File: src/rtl/gpio_port_pkg.sv
package gpio_port_pkg;

    localparam int PORT_W   = 8;
    localparam int ADDR_W   = 2;
    localparam int RD_BIT   = 0;
    localparam int WR_BIT   = 1;

    // implemented-bit masks and reset constants
    localparam logic [PORT_W-1:0] DIR_MASK    = 8'hFC;
    localparam logic [PORT_W-1:0] FUNC_MASK   = 8'h77;
    localparam logic [PORT_W-1:0] FIXED_OUT   = 8'h03;
    localparam logic [PORT_W-1:0] STRAP_BITS  = 8'h7C;
    localparam logic [PORT_W-1:0] LATCH_ONES  = 8'h83;
    localparam logic [PORT_W-1:0] ALWAYS_PU   = 8'h80;
    localparam logic [PORT_W-1:0] ACK_PU_BITS = 8'h44;

    typedef enum logic [ADDR_W-1:0] {
        SEL_DATA = 2'd0,
        SEL_DIR  = 2'd1,
        SEL_FUNC = 2'd2,
        SEL_NONE = 2'd3
    } reg_sel_e;

    typedef struct packed {
        logic [PORT_W-1:0] latch;
        logic [PORT_W-1:0] dir;
        logic [PORT_W-1:0] func;
    } port_regs_t;

    typedef struct packed {
        logic       active;
        logic       rd_n;
        logic       wr_n;
    } bus_strobe_t;

    function automatic logic [PORT_W-1:0] latch_reset(input logic strap);
        return LATCH_ONES | (strap ? STRAP_BITS : '0);
    endfunction

    function automatic logic [PORT_W-1:0] out_mask(input logic [PORT_W-1:0] dir);
        return dir | FIXED_OUT;
    endfunction

endpackage

File: src/rtl/gpio_port_regs.sv
module gpio_port_regs
    import gpio_port_pkg::*;
(
    input  logic                clk,
    input  logic                rst,
    input  logic                strap_pu,
    input  logic                wr_en,
    input  logic [ADDR_W-1:0]   reg_addr,
    input  logic [PORT_W-1:0]   wr_data,
    output port_regs_t          regs,
    output logic                pu_strap
);

    reg_sel_e sel;
    assign sel = reg_sel_e'(reg_addr);

    always_ff @(posedge clk) begin
        if (rst) begin
            regs.latch <= latch_reset(strap_pu);
            regs.dir   <= '0;
            regs.func  <= '0;
            pu_strap   <= strap_pu;
        end else if (wr_en) begin
            case (sel)
                SEL_DATA: regs.latch <= wr_data;
                SEL_DIR:  regs.dir   <= wr_data & DIR_MASK;
                SEL_FUNC: regs.func  <= wr_data & FUNC_MASK;
                default:  ;
            endcase
        end
    end

    // control registers clear and fixed latch bits set under reset
    a_r1_reset_values: assert property (@(posedge clk)
        rst |=> (regs.dir == '0 && regs.func == '0 && regs.latch[1:0] == 2'b11 && regs.latch[7]));

    // strap copied into latch bits 2..6
    a_r2_strap_latch: assert property (@(posedge clk)
        rst |=> (regs.latch[6:2] == {5{$past(strap_pu)}}));

    // data write lands on the next edge
    a_r5_data_write: assert property (@(posedge clk) disable iff (rst)
        (wr_en && reg_addr == SEL_DATA) |=> (regs.latch == $past(wr_data)));

    // unused address leaves all registers untouched
    a_r5_none_write: assert property (@(posedge clk) disable iff (rst)
        (wr_en && reg_addr == SEL_NONE) |=> $stable(regs));

    // unimplemented bits never hold a 1
    a_r4_unimpl_zero: assert property (@(posedge clk) disable iff (rst)
        ((regs.dir & ~DIR_MASK) == '0 && (regs.func & ~FUNC_MASK) == '0));

endmodule

File: src/rtl/gpio_port_outmux.sv
module gpio_port_outmux
    import gpio_port_pkg::*;
(
    input  logic                clk,
    input  logic                rst,
    input  port_regs_t          regs,
    input  bus_strobe_t         bus,
    output logic [PORT_W-1:0]   pin_out,
    output logic [PORT_W-1:0]   pin_oe
);

    assign pin_oe = out_mask(regs.dir);

    for (genvar i = 0; i < PORT_W; i++) begin : g_bit
        if (i == RD_BIT || i == WR_BIT) begin : g_strobe
            logic strobe_n;
            assign strobe_n   = (i == RD_BIT) ? bus.rd_n : bus.wr_n;
            assign pin_out[i] = regs.func[i] ? (bus.active ? strobe_n : 1'b1)
                                             : regs.latch[i];
        end else begin : g_plain
            assign pin_out[i] = regs.latch[i];
        end
    end

    // strobe-capable bits always drive
    a_r3_low_oe: assert property (@(posedge clk) disable iff (rst)
        pin_oe[1:0] == 2'b11);

    // idle read strobe pin rests high
    a_r7_rd_idle: assert property (@(posedge clk) disable iff (rst)
        (regs.func[RD_BIT] && !bus.active) |-> pin_out[RD_BIT]);

    // active access passes the read strobe
    a_r7_rd_pass: assert property (@(posedge clk) disable iff (rst)
        (regs.func[RD_BIT] && bus.active) |-> (pin_out[RD_BIT] == bus.rd_n));

    // write strobe pin follows the same rule
    a_r8_wr_pass: assert property (@(posedge clk) disable iff (rst)
        regs.func[WR_BIT] |-> (pin_out[WR_BIT] == (bus.active ? bus.wr_n : 1'b1)));

    // non-strobe pins show the latch
    a_r9_latch_out: assert property (@(posedge clk) disable iff (rst)
        pin_out[PORT_W-1:2] == regs.latch[PORT_W-1:2]);

endmodule

File: src/rtl/gpio_port_pullctl.sv
module gpio_port_pullctl
    import gpio_port_pkg::*;
(
    input  logic                clk,
    input  logic                rst,
    input  port_regs_t          regs,
    input  logic                pu_strap,
    input  logic                bus_ack,
    output logic [PORT_W-1:0]   pull_en
);

    logic [PORT_W-1:0] is_input;
    logic [PORT_W-1:0] strap_pu_bits;
    logic [PORT_W-1:0] ack_pu_bits;

    assign is_input      = ~out_mask(regs.dir);
    assign strap_pu_bits = pu_strap ? STRAP_BITS : '0;
    assign ack_pu_bits   = bus_ack ? '0 : (regs.func & ACK_PU_BITS);
    assign pull_en       = (is_input & (strap_pu_bits | ALWAYS_PU)) | ack_pu_bits;

    // output-only bits never pulled up
    a_r10_low_nopull: assert property (@(posedge clk) disable iff (rst)
        pull_en[1:0] == 2'b00);

    // bit 7 pulled up as input
    a_r10_top_pull: assert property (@(posedge clk) disable iff (rst)
        !regs.dir[7] |-> pull_en[7]);

    // acknowledge-low pull-up on bits 2 and 6
    a_r11_ack_pull: assert property (@(posedge clk) disable iff (rst)
        (!bus_ack && regs.func[2] && regs.func[6]) |-> (pull_en[2] && pull_en[6]));

endmodule

File: src/rtl/gpio_port.sv
module gpio_port
    import gpio_port_pkg::*;
(
    input  logic                clk,
    input  logic                rst,
    input  logic                strap_pu,
    input  logic                wr_en,
    input  logic [1:0]          reg_addr,
    input  logic [7:0]          wr_data,
    output logic [7:0]          rd_data,
    input  logic [7:0]          pin_in,
    output logic [7:0]          pin_out,
    output logic [7:0]          pin_oe,
    output logic [7:0]          pull_en,
    input  logic                ext_access,
    input  logic                rd_strobe_n,
    input  logic                wr_strobe_n,
    input  logic                bus_ack
);

    port_regs_t  regs;
    logic        pu_strap;
    bus_strobe_t bus;

    assign bus = '{active: ext_access, rd_n: rd_strobe_n, wr_n: wr_strobe_n};

    gpio_port_regs u_regs (
        .clk      (clk),
        .rst      (rst),
        .strap_pu (strap_pu),
        .wr_en    (wr_en),
        .reg_addr (reg_addr),
        .wr_data  (wr_data),
        .regs     (regs),
        .pu_strap (pu_strap)
    );

    gpio_port_outmux u_outmux (
        .clk     (clk),
        .rst     (rst),
        .regs    (regs),
        .bus     (bus),
        .pin_out (pin_out),
        .pin_oe  (pin_oe)
    );

    gpio_port_pullctl u_pullctl (
        .clk      (clk),
        .rst      (rst),
        .regs     (regs),
        .pu_strap (pu_strap),
        .bus_ack  (bus_ack),
        .pull_en  (pull_en)
    );

    logic [PORT_W-1:0] drive_mask;
    assign drive_mask = out_mask(regs.dir);

    always_comb begin
        case (reg_sel_e'(reg_addr))
            SEL_DATA: rd_data = (regs.latch & drive_mask) | (pin_in & ~drive_mask);
            SEL_DIR:  rd_data = regs.dir & DIR_MASK;
            SEL_FUNC: rd_data = regs.func & FUNC_MASK;
            default:  rd_data = '0;
        endcase
    end

    // data read of an output bit returns the latch
    a_r6_read_out: assert property (@(posedge clk) disable iff (rst)
        (reg_addr == 2'd0) |-> ((rd_data & pin_oe) == (regs.latch & pin_oe)));

    // data read of an input bit returns the pad
    a_r6_read_in: assert property (@(posedge clk) disable iff (rst)
        (reg_addr == 2'd0) |-> ((rd_data & ~pin_oe) == (pin_in & ~pin_oe)));

endmodule

File: config.mk
export PLATFORM = sky130hd
export DESIGN_NAME = gpio_port
export DESIGN_NICKNAME = d
export VERILOG_FILES = /design/src/rtl/gpio_port_pkg.sv /design/src/rtl/gpio_port_regs.sv /design/src/rtl/gpio_port_outmux.sv /design/src/rtl/gpio_port_pullctl.sv /design/src/rtl/gpio_port.sv
export SDC_FILE = /design/constraint.sdc
export NUM_CORES = 1
export LEC_CHECK = 0
export BUFFER_PORTS_ARGS = -buffer_cell sky130_fd_sc_hd__buf_4
export CORE_MARGIN = 5
export CORE_UTILIZATION = 50
export DETAILED_ROUTE_END_ITERATION = 8
export PLACE_DENSITY = 0.86
export SYNTH_ARGS = -nofsm -noshare
export SYNTH_HDL_FRONTEND = slang
export SYNTH_HIERARCHICAL = 1
export SYNTH_SLANG_ARGS = --single-unit
File: constraint.sdc
create_clock -name clk -period 3.25 [get_ports clk]
set_clock_uncertainty 0.1 [all_clocks]
set_input_delay 0.325 -clock clk [delete_from_list [all_inputs] [get_ports clk]]
set_output_delay 0.325 -clock clk [all_outputs]
set_load 0.005 [all_outputs]
==> flow_summary.ini, run 1 <==
[outcome]
outcome = completed

[setup_path]
startpoint_type = register
cp.arrival_ns = 1.28
critPathKind = register to output port
crit_required_ns = 2.82
cp-end-kind = output port
cp_max_fo = 5
rrSetupSlack_ns = 2.43

[placement]
hpwlAfterDp_um = 2190
dp_slack_ns = 1.65
gp_congestion = 0.778
dp.cells = 207
port_buffers = 51

[routing]
routed_wirelength_um = 2800
via_per_inst = 5.02
drc = 0
vias = 1060
wire_per_inst_um = 13.3
drt_first_pass_iters = 4
final_antenna_net_count = 0
first_iter_violations = 28

[power_and_ir_drop]
switching_share_pct = 25.1
combPwrFrac_pct = 22.4
vdd_drop_max_mv = 0.239
power_mw = 0.534
p_leak_nw = 0.710
power_density_mw_per_mm2 = 337
p_clk_share_pct = 22.4
switchingPower_mw = 0.134
internal_power_mw = 0.400
pwr-share-seq_pct = 55.2

[global_route]
antenna_found_initial = 0
overflow = 0
grt_first_pass_wirelength_um = 4440
first_global_vias = 1062
grt_start_max_net_pins = 31
grt_util_all_layers_pct = 15.6

[clocking]
holdBufCountCts = 0
cts_buffer_depth = 2
worst_skew_pair.late_latency_ns = 0.29
clock_sinks = 21
clock-root-buffer = clkbuf_4
numCtsBuffers = 3
htreeDepth = 1
tritoncts = built
clkTransAtPathRegs_ns = 0.11
cts_resized = 0
post-cts-setup-buffer-count = 0

[sta]
timing_max_transition_violations_final = 0
timing.setup.tns_ns = 0
finalCriticalPeriod_ns = 1.70
clock.fmax_mhz = 587
worst_slack_ns = 1.55
period_share_pct = 52.5
setup_viol_count_final = 0
hold_viol_final = 0
rsz0062_at_grt = no
holdWs_ns = 0.118

[worst_hold_path]
hp-class = primary input to register

[synthesis]
synthCells = 147
yosys_warnings = 6
postSynthAreaPerCell_um2 = 8.76
synth_area_mm2 = 0.00129

[die]
fp.dieH_um = 60.7
start_util_pct = 52.0
io_pins = 58
die_area_mm2 = 0.00369
core_mm2 = 0.00248
die_w_um = 60.7
num_rows = 18

[job]
cap_violations = 0

[finish]
fin_nets = 208
num_antenna_cells = 0
final_cells = 211
drive_gt1_share_pct = 33.1
area_delta_synth_final_pct = 23.0
## sequential cells by signal (all words and copies together) (netlist names)
name,flops
u_regs/regs,20
u_regs/pu_strap,1
## final timing paths
kind | depth (start not counted) | end | startpoint
worst min-delay path | 1 | u_regs/pu_strap | strap_pu
worst max register to register | 2 | u_regs/regs[13] | u_regs/regs[13]
worst min register to register | 2 | u_regs/regs[5] | u_regs/regs[5]
worst max-delay path | 3 | rd_data[3] | u_regs/regs[11]
## critical path, stage by stage (launching register included)
cell     delay, ns
dfxtp_1       0.36
or3b_1        0.36
a21oi_1       0.15
buf_4         0.13
## power by group through the flow
stage          sequential [mW]  clock (mW)  combinational (mW)
2_1_floorplan            0.297           0              0.0712
3_3_place_gp             0.300           0               0.117
3_5_place_dp             0.300           0               0.121
4_1_cts                  0.294       0.122               0.121
5_1_grt                  0.297       0.142               0.132
6_report                 0.294       0.120               0.120
## stage by stage
stage               util [%]  instance area (um^2)
finish                  63.9                  1580
global route            63.9                  1580
CTS                     63.9                  1580
detailed placement      62.9                  1560
global placement        62.9                  1560
floorplan                  -                  1290
## cells in the final DEF, fill, tap and decap left out
cell / count
buf_4: 51
nand2b_1: 20
mux2i_1: 17
dfxtp_1: 15
nor2_1: 14
inv_1: 10
o21ai_1: 9
a21oi_1: 6
edfxtp_1: 6
o211ai_1: 4
conb_1: 4
nor3b_1: 3
clkbuf_4: 3
o21ai_0: 2
nor3b_2: 2
inv_2: 2
nand2_1: 2
a31oi_1: 2
o22ai_1: 2
and3b_1: 2
or3b_1: 1
clkbuf_1: 1
or4b_4: 1
or2_2: 1
nand3b_1: 1
## layout make-up
| class | instances | area [um^2] |
|---|---|---|
| inverters | 12 | 45.0 |
| multi-input cells | 93 | 612 |
| flip-flops and latches | 21 | 480 |
| well taps | 30 | 37.5 |
| clock buffers | 4 | 26.3 |
| repair buffers | 51 | 383 |
| fillers | 218 | 893 |
## per-layer routing
metal	part of all wire, %	global-route usage, %	vias to the layer above	routed length (um)
li1	-	-	535	-
met1	41	18.6	484	1150
met2	48	28.2	41	1340
met3	11	3.19	0	310
met4	0	4.02	0	0
met5	0	0	-	0
(Power assumes the default switching activity.)
==> run 2, diff against run 1 <==
- CORE_UTILIZATION: 50 -> 42
- PLACE_DENSITY: 0.86 -> 0.77
- clock period: 3.25 -> 1.46 ns (I/O delays scaled with it)
==> flow_summary.ini, run 2 (synthesis results as in run 1) <==
[outcome]
outcome = finished, violations left
violations = setup timing

[sta]
timing_max_transition_violations_final = 0
period_share_pct = 102
hold_viol_final = 0
finalCriticalPeriod_ns = 1.50
rsz0062_at_grt = yes
worst_slack_ns = -0.0362
clock.fmax_mhz = 668
setup_viol_count_final = 1

[setup_path]
cp.arrival_ns = 1.25
cp_cell_sequence = or3b_4 > a21oi_2 > buf_4
crit_buf_inv = 1
crit_required_ns = 1.21
crit_path_top_delay_cell = or3b_4
worst_path_dominant_cell_family = simple AND/OR/NAND/NOR gates
cp-end-kind = output port
critPathKind = register to output port
startpoint_type = register
cp_max_fo = 2
slowest_delay_ns = 0.36

[finish]
layout_commonest_cell = buf_4
regArea_um2 = 493
largest_reg_flops = 20
fin_nets = 214
top_register = u_regs/regs
final_cells = 220
drive_gt1_share_pct = 39.6
area_delta_synth_final_pct = 29.4
num_antenna_cells = 0
top_regs = u_regs/regs: 20 flops, u_regs/pu_strap: 1 flops
multi_input_area_um2 = 628
fill_cells = 288
final_cell_mix = 55 x buf_4, 20 x nand2b_1, 17 x mux2i_1

[routing]
via_per_inst = 4.89
wire_per_inst_um = 13.5
routed_wirelength_um = 2970
drc = 0
final_antenna_net_count = 0
first_iter_violations = 54
vias = 1075
drt_first_pass_iters = 4

[placement]
port_buffers = 51
gp_congestion = 0.764
dp.cells = 211
dp_slack_ns = 0.147
hpwlAfterDp_um = 2300

[die]
die_area_mm2 = 0.00427
core_mm2 = 0.00300
io_pins = 58
fp.dieH_um = 65.4
start_util_pct = 42.9
num_rows = 20
die_w_um = 65.4

[clocking]
clkTransAtPathRegs_ns = 0.11
clock_sinks = 21
cts_buffer_depth = 2
numCtsBuffers = 3
htreeDepth = 1
tritoncts = built
worst_skew_pair.late_latency_ns = 0.29
clock-root-buffer = clkbuf_4

[global_route]
grt_start_max_net_pins = 31
antenna_found_initial = 0
grt_first_pass_wirelength_um = 4770
grt_util_all_layers_pct = 14.1
first_global_vias = 1018
overflow = 0

[power_and_ir_drop]
power_mw = 1.21
vdd_drop_max_mv = 0.353
power_density_mw_per_mm2 = 724
p_leak_nw = 0.748

[worst_hold_path]
hp-class = primary input to register

[job]
cap_violations = 0
[run 2: worst min-delay path: stages]
cell and delay (ns):
buf_4 0.08, nor2_1 0.03, mux2i_1 0.11
[run 2: final cells by class]
type | instances | area share [%]
multi-input combinational | 93 | 37.7
clock buffer | 4 | 1.58
tap | 33 | 2.48
sequential | 21 | 29.6
timing repair buffer | 57 | 26.0
inverter | 12 | 2.70
[run 2: metal layers]
layer / global-route usage, % / routed length (um) / vias to the layer above
li1: - / - / 555
met1: 17.1 / 1260 / 481
met2: 24.7 / 1450 / 37
met3: 3.59 / 244 / 2
met4: 3.89 / 12 / 0
met5: 0 / 0 / -
[run 2: power by group]
| part | switching (mW) | leakage (nW) | internal (mW) | total, mW |
|---|---|---|---|---|
| Clock | 0.160 | 0.0150 | 0.106 | 0.266 |
| Sequential | 0.0235 | 0.185 | 0.631 | 0.655 |
| Combinational | 0.120 | 0.549 | 0.165 | 0.285 |
| Total | 0.304 | 0.748 | 0.902 | 1.21 |
[run 2: timing repair]
item	CTS	global route
pin swaps	0	2
endpoints found under the hold margin	1	1
setup buffers	1	2
resized for setup	3	9
hold buffers	1	1
setup endpoints to repair	2	6
[run 2: path summary, 6_finish.rpt]
path	from	end	slack [ns]	depth (start not counted)
max	u_regs/regs[11]	rd_data[3]	-0.04	3
min	wr_data[0]	u_regs/regs[16]	0.01	3
min reg2reg	u_regs/regs[15]	u_regs/regs[15]	0.40	2
max reg2reg	u_regs/regs[11]	u_regs/regs[11]	0.65	3
[run 2: through the flow]
| stage | instance area, um^2 | setup TNS, ns | utilization [%] | hold slack (ns) |
|---|---|---|---|---|
| 4_1_cts | 1620 | -0.0506 | 54.0 | 0.0136 |
| 2_1_floorplan | 1290 | 0 | - | 0.145 |
| 6_report | 1670 | -0.0362 | 55.5 | 0.0125 |
| 5_1_grt | 1670 | -0.217 | 55.5 | 0.0245 |
| 3_3_place_gp | 1570 | 0 | 52.3 | 0.239 |
| 3_5_place_dp | 1570 | 0 | 52.3 | 0.240 |
==> run 3, diff against run 2 <==
- CORE_MARGIN: 5 -> 4
- SLEW_MARGIN: not set -> 25
==> flow_summary.ini, run 3 (synthesis results as in run 1) <==
[finish]
layout_commonest_cell = buf_4
num_antenna_cells = 0
fill_cells = 249
largest_reg_flops = 20
fin_nets = 219
final_cell_mix = 60 x buf_4, 20 x nand2b_1, 17 x mux2i_1
drive_gt1_share_pct = 42.7
top_register = u_regs/regs
top_regs = u_regs/regs: 20 flops, u_regs/pu_strap: 1 flops
area_delta_synth_final_pct = 33.5

[sta]
rsz0062_at_grt = yes
worst_slack_ns = -0.0490
timing_max_transition_violations_final = 0
period_share_pct = 103
setup_viol_count_final = 2
hold_viol_final = 0
holdWs_ns = 0.0195
clock.fmax_mhz = 663
finalCriticalPeriod_ns = 1.51

[routing]
wire_per_inst_um = 13.8
routed_wirelength_um = 3090
via_per_inst = 5.05
vias = 1127
drt_first_pass_iters = 4
drc = 0
first_iter_violations = 42
final_antenna_net_count = 0

[global_route]
grt_first_pass_wirelength_um = 4890
first_global_vias = 1069
overflow = 0
antenna_found_initial = 0
grt_util_all_layers_pct = 15.2
grt_start_max_net_pins = 21

[placement]
port_buffers = 51
gp_congestion = 0.703
dp_slack_ns = 0.146
hpwlAfterDp_um = 2370

[outcome]
violations = setup timing
outcome = finished, violations left

[clocking]
worst_skew_pair.late_latency_ns = 0.30
cts_buffer_depth = 2
htreeDepth = 1
tritoncts = built
clock_sinks = 21
clkTransAtPathRegs_ns = 0.12
clock-root-buffer = clkbuf_4
numCtsBuffers = 3

[die]
io_pins = 58
die_w_um = 63.4
core_mm2 = 0.00285
die_area_mm2 = 0.00402
start_util_pct = 45.1
num_rows = 19
fp.dieH_um = 63.4

[setup_path]
startpoint_type = register
r2r_cells = 3
cp.arrival_ns = 1.26
cp-end-kind = output port
crit_required_ns = 1.21
critPathKind = register to output port
cp_max_fo = 2

[power_and_ir_drop]
vdd_drop_max_mv = 0.425
power_mw = 1.23
p_leak_nw = 0.783
power_density_mw_per_mm2 = 716

[job]
cap_violations = 0

[worst_hold_path]
hold_depth = 3
hp-class = primary input to register
[run 3: cell count changes in the layout (fill, tap and decap cells not counted), sizes merged]
cell / previous run / this run
clkinv: 0 / 1
buf: 55 / 60
clkbuf: 4 / 3
[run 3: worst max-delay path: stages (launching register included)]
cell     delay, ns
dfxtp_1       0.33
or3b_4        0.37
a21oi_2       0.14
buf_4         0.12
[run 3: layout make-up]
class                   instances  area (um^2)  area share [%]
multi-input cells              93          644            37.5
flip-flops and latches         21          493            28.7
repair buffers                 62          470            27.4
inverters                      12         45.0            2.62
well taps                      31         38.8            2.26
clock buffers                   3         22.5            1.31
clock inverters                 1         5.00           0.291
[run 3: routing by layer]
layer / share of wire (%) / global-route usage, %
met5: 0 / 0
met4: 1.4 / 5.66
met3: 8.2 / 3.55
met2: 48 / 25.8
met1: 42 / 18.5
[run 3: worst paths after layout]
check / startpoint / to / slack [ns]
hold / removal: wr_data[1] / u_regs/regs[1] / 0.02
hold reg to reg: u_regs/regs[4] / u_regs/regs[4] / 0.40
setup / recovery: u_regs/regs[11] / rd_data[3] / -0.05
setup reg to reg: u_regs/regs[13] / u_regs/regs[13] / 0.61
[run 3: metrics by stage]
step	setup TNS, ns	util, %	instances	cell area, um^2
global placement	0	55.7	212	1590
floorplan	0	-	149	1290
detailed placement	0	55.7	212	1590
finish	-0.0529	60.3	223	1720
CTS	-0.0492	57.5	218	1640
global route	-0.178	60.3	223	1720
[run 3: what timing repair did]
action                                  CTS  global route
setup buffers                             0             5
pin swaps                                 0             3
endpoints found under the setup margin    1             8
resized for setup                         1            14
endpoints found under the hold margin     2             0
hold buffers                              2             0
[run 3: power by group]
| part | switching [mW] | total, mW | internal [mW] | leakage, nW |
|---|---|---|---|---|
| logic | 0.126 | 0.299 | 0.173 | 0.581 |
| clock network | 0.178 | 0.280 | 0.102 | 0.0177 |
| registers | 0.0218 | 0.651 | 0.629 | 0.184 |
